===== src/rtl/wdt_pkg.sv =====
package wdt_pkg;
    localparam int CNT_W = 8;
    localparam int KEY_W = 7;

    typedef enum logic {
        WD_CMD_HALT = 1'b0,
        WD_CMD_RUN  = 1'b1
    } wd_cmd_e;

    typedef struct packed {
        logic [CNT_W-1:0] cnt;
        wd_cmd_e          cmd;
        logic [KEY_W-1:0] key;
    } wd_ctrl_t;

    typedef struct packed {
        logic start;
        logic stop;
    } wd_act_t;

    function automatic logic [KEY_W-1:0] expected_key(input logic [KEY_W-1:0] prev);
        return prev ^ {KEY_W{1'b1}};
    endfunction
endpackage


===== src/rtl/wdt_key_gate.sv =====
module wdt_key_gate
    import wdt_pkg::*;
(
    input  logic     clk,
    input  logic     rst,
    input  logic     wr_en,
    input  wd_ctrl_t ctrl,
    output wd_act_t  act
);
    logic [KEY_W-1:0] key_q;
    logic             match;

    assign match     = wr_en && (ctrl.key == expected_key(key_q));
    assign act.start = match && (ctrl.cmd == WD_CMD_RUN);
    assign act.stop  = match && (ctrl.cmd == WD_CMD_HALT);

    always_ff @(posedge clk) begin
        if (rst)        key_q <= '0;
        else if (match) key_q <= ctrl.key;
    end

    // Each accepted write flips every bit of the stored key
    p_key_flip_r2: assert property (@(posedge clk) disable iff (rst)
        (act.start || act.stop) |=> (key_q == ~$past(key_q)));
    // A cycle with no accepted write leaves the key alone
    p_key_keep_r3: assert property (@(posedge clk) disable iff (rst)
        !(act.start || act.stop) |=> $stable(key_q));
endmodule


===== src/rtl/wdt_prescale.sv =====
module wdt_prescale #(
    parameter int DIV = 131072
) (
    input  logic clk,
    input  logic rst,
    input  logic run,
    input  logic clr,
    output logic tick
);
    localparam int PW = (DIV > 2) ? $clog2(DIV) : 1;
    localparam logic [PW-1:0] LAST = PW'(DIV - 1);

    logic [PW-1:0] div_q;

    assign tick = run && (div_q == LAST);

    always_ff @(posedge clk) begin
        if (rst || clr || !run) div_q <= '0;
        else if (div_q == LAST) div_q <= '0;
        else                    div_q <= div_q + PW'(1);
    end

    // Ticks are separated by the full division ratio, never back to back
    p_tick_gap_r6: assert property (@(posedge clk) disable iff (rst)
        tick |=> !tick);
endmodule


===== src/rtl/wdt_core.sv =====
module wdt_core
    import wdt_pkg::*;
(
    input  logic             clk,
    input  logic             rst,
    input  wd_act_t          act,
    input  logic [CNT_W-1:0] load_val,
    input  logic             tick,
    output logic [CNT_W-1:0] count,
    output logic             running,
    output logic             nmi,
    output logic             bite
);
    logic dec;

    assign dec = running && tick && (count != '0);

    always_ff @(posedge clk) begin
        if (rst) begin
            count   <= '0;
            running <= 1'b0;
            nmi     <= 1'b0;
            bite    <= 1'b0;
        end else begin
            nmi <= 1'b0;
            if (act.start) begin
                count   <= load_val;
                running <= 1'b1;
            end else if (act.stop) begin
                running <= 1'b0;
            end else if (dec) begin
                count <= count - CNT_W'(1);
                nmi   <= (count == CNT_W'(2));
                if (count == CNT_W'(1)) begin
                    bite    <= 1'b1;
                    running <= 1'b0;
                end
            end
        end
    end

    p_hold_stopped_r5: assert property (@(posedge clk) disable iff (rst)
        (!running && !act.start) |=> $stable(count));
    p_single_step_r6: assert property (@(posedge clk) disable iff (rst)
        (running && !act.start) |=> (count == $past(count) || count == $past(count) - CNT_W'(1)));
    p_nmi_one_cycle_r7: assert property (@(posedge clk) disable iff (rst)
        nmi |=> !nmi);
    p_nmi_at_one_r7: assert property (@(posedge clk) disable iff (rst)
        nmi |-> (count == CNT_W'(1)));
    p_bite_sticky_r8: assert property (@(posedge clk) disable iff (rst)
        bite |=> bite);
endmodule


===== src/rtl/keyed_watchdog.sv =====
module keyed_watchdog
    import wdt_pkg::*;
#(
    parameter int PRESCALE = 131072
) (
    input  logic             clk,
    input  logic             rst,
    input  logic             wr_en,
    input  logic [CNT_W-1:0] wr_cnt,
    input  logic             wr_start,
    input  logic [KEY_W-1:0] wr_key,
    output logic             nmi_pulse,
    output logic             sys_rst,
    output logic             running,
    output logic [CNT_W-1:0] count
);
    wd_ctrl_t ctrl;
    wd_act_t  act;
    logic     tick;

    assign ctrl.cnt = wr_cnt;
    assign ctrl.cmd = wd_cmd_e'(wr_start);
    assign ctrl.key = wr_key;

    wdt_key_gate u_key (
        .clk   (clk),
        .rst   (rst),
        .wr_en (wr_en),
        .ctrl  (ctrl),
        .act   (act)
    );

    wdt_prescale #(.DIV(PRESCALE)) u_pre (
        .clk  (clk),
        .rst  (rst),
        .run  (running),
        .clr  (act.start),
        .tick (tick)
    );

    wdt_core u_core (
        .clk      (clk),
        .rst      (rst),
        .act      (act),
        .load_val (ctrl.cnt),
        .tick     (tick),
        .count    (count),
        .running  (running),
        .nmi      (nmi_pulse),
        .bite     (sys_rst)
    );

    // A bite always ends the counting phase
    p_bite_stops_r8: assert property (@(posedge clk) disable iff (rst)
        $rose(sys_rst) |-> !running);
endmodule


===== config.mk =====
export PLATFORM = sky130hd
export DESIGN_NAME = keyed_watchdog
export DESIGN_NICKNAME = d
export VERILOG_FILES = /design/src/rtl/wdt_pkg.sv /design/src/rtl/wdt_key_gate.sv /design/src/rtl/wdt_prescale.sv /design/src/rtl/wdt_core.sv /design/src/rtl/keyed_watchdog.sv
export SDC_FILE = /design/constraint.sdc
export NUM_CORES = 1
export LEC_CHECK = 0
export ABC_CLOCK_PERIOD_IN_PS = 3500
export BUFFER_PORTS_ARGS = -buffer_cell sky130_fd_sc_hd__buf_4
export CAP_MARGIN = 20
export CORE_MARGIN = 2
export CORE_UTILIZATION = 45
export CTS_BUF_LIST = sky130_fd_sc_hd__clkbuf_16
export DETAILED_ROUTE_END_ITERATION = 16
export HOLD_SLACK_MARGIN = 0.05
export PLACE_DENSITY_LB_ADDON = 0.08
export SYNTH_ARGS = -nofsm -noshare
export SYNTH_HDL_FRONTEND = slang
export SYNTH_SLANG_ARGS = --single-unit

===== constraint.sdc =====
create_clock -name clk -period 3.5 [get_ports clk]
set_input_delay 0.175 -clock clk [delete_from_list [all_inputs] [get_ports clk]]
set_output_delay 0.175 -clock clk [all_outputs]
set_load 0.1 [all_outputs]

# Word-level counts from Yosys, hierarchy flattened
# Cells that the tools add are included.
# W data, S select, Z words.
[classes]
addsub = 2
n_mul = 0
div_mod_pow = 0
n_lt_le_gt_ge = 0
eq_ne = 5
shift = 0
n_mux = 7
bitwise_logic = 5
reduce_logical = 18
[ops]
columns = ["op", "n"]
rows = [
  ["$mux W8", 3],
  ["$add A17 B1 Y17 const B", 1],
  ["$eq A17 B17 Y1 const B", 1],
  ["$eq A8 B1 Y1 const B", 1],
  ["$eq A8 B2 Y1 const B", 1],
  ["$reduce_bool A8 Y1", 1],
  ["$sub A8 B1 Y8 const B", 1],
  ["$eq A7 B7 Y1", 1],
  ["$not A7 Y7", 1],
  ["$logic_and A1 B1 Y1", 6],
  ["$reduce_bool A3 Y1", 2],
  ["$mux W1", 4],
  ["$not A1 Y1", 4],
  ["$reduce_and A2 Y1", 2],
  ["$reduce_and A4 Y1", 1],
  ["$reduce_or A4 Y1", 1],
  ["$logic_or A1 B1 Y1", 2],
  ["$ne A2 B1 Y1 const B", 1],
  ["$reduce_bool A2 Y1", 1],
  ["$reduce_or A2 Y1", 1],
  ["$logic_not A1 Y1", 1],
]
[word_totals]
reg_bits = 35
latch_bits = 0
ramBits = 0
romBits = 0
memories = 0

# Depth between registers and ports, before layout
[logic_depth]
ltp_word = 7
ltp_mapped = 12
depth_no_buf = 12

# Cells and area by module
# From an unflattened synthesis, not the netlist that was laid out.
[hier_totals]
cells_unflattened = 203
hier_area_um2 = 1958.1
[modules_own_cells]
columns = ["module", "n_inst", "cells_each", "area_per_inst_um2", "seq_area_each_um2"]
rows = [
  ["wdt_prescale", 1, 87, 839.6, 340.3],
  ["wdt_core", 1, 75, 684.4, 220.2],
  ["wdt_key_gate", 1, 41, 434.2, 140.1],
]

# Least setup slack after synthesis
# Ideal clock, no wire load.
[synth_timing]
kind = "flip-flop to flip-flop"
startpoint = "reg u_pre.div_q[0]"
endpoint = "reg u_core.count[7]"
t_arrival_ns = 2.734
t_required_ns = 3.427
slack_ns = 0.693
path_stages_with_launch = 13
period_less_slack_ns = 2.807
path_cell_list = "dfxtp_1 ha_1 nand4_1 nor2_1 nand3_1 nor2_1 ha_1 nand2_1 or3_1 or3_1 or4_1 and3_1 nor3_2"
[synth_via]
elab_chain_len = 6
[synth_lines]
columns = ["item", "line", "rtl"]
rows = [
  ["start, declared", "wdt_prescale.sv:13", "logic [PW-1:0] div_q;"],
  ["start signal, assigned", "wdt_prescale.sv:20", "else div_q <= div_q + PW'(1);"],
  ["$eq A17 B17 Y1", "wdt_prescale.sv:15", "assign tick = run && (div_q == LAST);"],
  ["$logic_and A1 B1 Y1", "wdt_prescale.sv:15", ""],
  ["$logic_and A1 B1 Y1 (2 in a row)", "wdt_core.sv:16", "assign dec = running && tick && (count != '0);"],
  ["$reduce_bool A2 Y1 (no source line)", "-", ""],
  ["$reduce_and A2 Y1 (no source line)", "-", ""],
  ["end signal, assigned", "wdt_core.sv:27", "count <= load_val;"],
  ["end signal, assigned", "wdt_core.sv:32", "count <= count - CNT_W'(1);"],
  ["end, declared", "wdt_core.sv:9", "output logic [CNT_W-1:0] count,"],
]
# Every way passes these cells.
# A chain may end at the register's enable or synchronous reset.

# Worst setup path in the final report
# Same ends and word-level chain as after synthesis.

==> flow_summary.yaml <==
detailed_routing:
  via_per_inst: 5.02
  ant_nets: 0
  wl_met1_mm: 1.35
  drc: 0
  wl_per_cell_um: 12.1
  wl_met3_um: 138
  drtIter0Drc: 37
  maxUsedRoutingLayer: "met4"
  met2_length_mm: 1.65
  via_count: 1315
  finalWirelength_mm: 3.17
  dr.pass1.iters: 4
global_routing:
  grt_pass1_vias: 1272
  grt_usage_pct: 16.3
  grt-ovfl-total: 0
  grt_pass1_wl_mm: 5.36
  grt_max_degree: 20
  antenna_found_initial: 0
clock_network:
  cts_hold_buf: 0
  cts_tree: "yes"
  clock_path_buffers: 2
  cts.clk_slew.worst_paths_ns: 0.05
  cts_buffers: 5
  clock_latency_ns: 0.27
  cts_resized: 0
  root_buffer: "clkbuf_16"
  post_cts_buffers: 0
  cts_sinks: 35
  htreeDepth: 2
synth:
  synth_cell_types: 34
  synth.area.top_cells: "dfxtp_1 43%, nor2_1 9.3%, xor2_1 7.4%"
  ys_ff_latch: 35
  syn-instance-count: 185
  ys_warn_count: 0
  synth_top_area_share_pct: 42.5
  synth_area_leader_cell: "dfxtp_1"
  syn_area_per_cell_um2: 8.91
  netlist_area_um2: 1650
  ys_seq_area_share_pct: 42.5
  syn_nets: 210
floorplan:
  die_h_um: 64.5
  dieWidth_um: 64.5
  row_count: 21
  pin_count: 30
  initial_utilization_pct: 48.2
  coreArea_um2: 3420
  die_area_um2: 4160
timing:
  layout_worst_path_cycle_share_pct: 85.1
  rsz0062_at_grt: "no"
  worstMarginPinSlew_ns: 0.610
  clock_skew_ns: 0.00166
  achievable-frequency_ghz: 0.336
  hold_ws_ns: 0.150
  drv_slew: 0
  setup-violations-final: 0
  max_slew_margin_pct: 59.2
  finalHoldViolCount: 0
  tns_ns: 0
  period_minus_slack_ns: 2.98
finish:
  drive_gt1_share_pct: 19.4
  final_common_cell: "nor2_1"
  syn2layout_area_growth_pct: 24.8
  stdcell_area_um2: 2060
  final_cell_mix: "41 x nor2_1, 35 x dfxtp_1, 30 x buf_4, 14 x xor2_1, 12 x xnor2_1"
  diodes: 0
  finalNetCount: 240
setup_path:
  slowest_stage: "or4_1"
  criticalPathCategory: "register to register"
  crit_path_end_kind: "register"
  cpLargestDelayFamily: "simple AND/OR/NAND/NOR gates"
  crit_fanout: 4
  reg2reg_slack_ns: 0.52
  cp.depth: 12
  startpoint_type: "register"
  cp.required_ns: 3.70
  rr_startpoint: "u_pre.div_q[0]$_SDFF_PP0_"
  slowest_delay_ns: 0.46
  cp.arrival_ns: 3.18
  r2r_cells: 12
  crit_chain: "ha_1 > nand4_1 > nor2_1 > nand3_1 > nor2_1 > ha_1 > nand2_1 > or3_1 > or3_1 > or4_1 > and3_1 > nor3_2"
  regToRegEndpoint: "u_core.count[7]$_SDFFE_PP0P_"
  path_buf_inv: 0
min_path:
  min_from: "wr_cnt[7]"
  hp-class: "input pin to register"
  holdPathEnd: "u_core.count[7]$_SDFFE_PP0P_"
  holdPathStages: 3
placement:
  dpl.hpwl_mm: 2.23
  gp_congestion: 0.785
  place_area_um2: 1890
  io_buffers: 29
pwr:
  report.power.total_uw: 912
  power_leakage_uw: 0.000739
  powerDensity_nw_per_um2: 443
  irDropWorstVdd_uv: 292
job:
  drv_cap: 0
run_status:
  status: "completed"
## Yosys cell counts
master / number
nor2_1: 41
dfxtp_1: 35
xor2_1: 14
xnor2_1: 12
nand3_1: 10
inv_1: 7
mux2i_1: 7
ha_1: 6
a211oi_1: 5
nand2_1: 5
nand4_1: 5
clkbuf_1: 4
a21oi_1: 3
buf_4: 3
nor3_1: 3
nor4_1: 3
a31oi_1: 2
and3_1: 2
nand3b_1: 2
or3_1: 2
a32oi_1: 1
and2_1: 1
and2b_2: 1
and4_1: 1
and4b_1: 1
nand4b_1: 1
nor3_2: 1
nor4b_1: 1
o21ai_0: 1
o311ai_0: 1
or2_2: 1
or4_1: 1
or4_2: 1
or4_4: 1
## through the flow
step                worst slack, ns  cells  util, %
floorplan                     0.693    185        -
global placement              0.613    254     55.4
detailed placement            0.543    254     55.4
CTS                           0.506    262     60.2
global route                  0.277    262     60.2
finish                        0.520    262     60.2
## cell type report
class                   instances  area, um2
clock inverters                 3       38.8
fillers                       305       1360
multi-input cells             136        883
repair buffers                 30        225
clock buffers                   5        125
well taps                      46       57.6
inverters                       7       26.3
flip-flops and latches         35        701
## power by group
part,internal (uW),total (uW),switching (uW)
Sequential,399,400,0.419
Clock,331,483,152
Combinational,16.5,29.5,12.9
## cells by family (layout without fill, tap and decap cells)
group	after synthesis	after routing	share of synthesized area, %
adder cells (fa/ha/maj)	6	6	4.56
multiplexers	7	7	4.25
AND/OR/NAND/NOR	84	84	25.7
XOR/XNOR	26	26	13.8
buffers and inverters	14	45	3.87
flip-flops	35	35	42.5
AO/OA/AOI/OAI	13	13	5.31
## worst reg2reg max path: cells and delay by family, from the launching register on
kind / cells / cell delay (ns)
adder cells (fa/ha/maj): 2 / 0.43
flip-flops: 1 / 0.37
AND/OR/NAND/NOR: 10 / 2.11
## how the worst max path moves through the flow
stage | startpoint | to
final | u_pre.div_q[0]$_SDFF_PP0_ | u_core.count[7]$_SDFFE_PP0P_
after global routing | u_pre.div_q[0]$_SDFF_PP0_ | u_core.count[7]$_SDFFE_PP0P_
after CTS | u_pre.div_q[0]$_SDFF_PP0_ | u_core.count[7]$_SDFFE_PP0P_
after detailed placement | u_pre.div_q[0]$_SDFF_PP0_ | u_core.count[7]$_SDFFE_PP0P_
after global placement | u_pre.div_q[0]$_SDFF_PP0_ | u_core.count[7]$_SDFFE_PP0P_
after floorplan | u_pre.div_q[0]$_SDFF_PP0_ | u_core.count[7]$_SDFFE_PP0P_
## sequential cells by signal, indices dropped and copies added, names as in the netlist
signal / cells
u_pre.div_q: 17
u_core.nmi: 1
u_key.key_q: 7
u_core.running: 1
u_core.count: 8
u_core.bite: 1
## routing by layer
layer | track usage [%] | vias to the layer above
met4 | 3.99 | 0
met1 | 17.4 | 601
met2 | 30.6 | 19
li1 | - | 691
met5 | 0 | -
met3 | 5.38 | 4
Power figures use the tool's default switching activity.
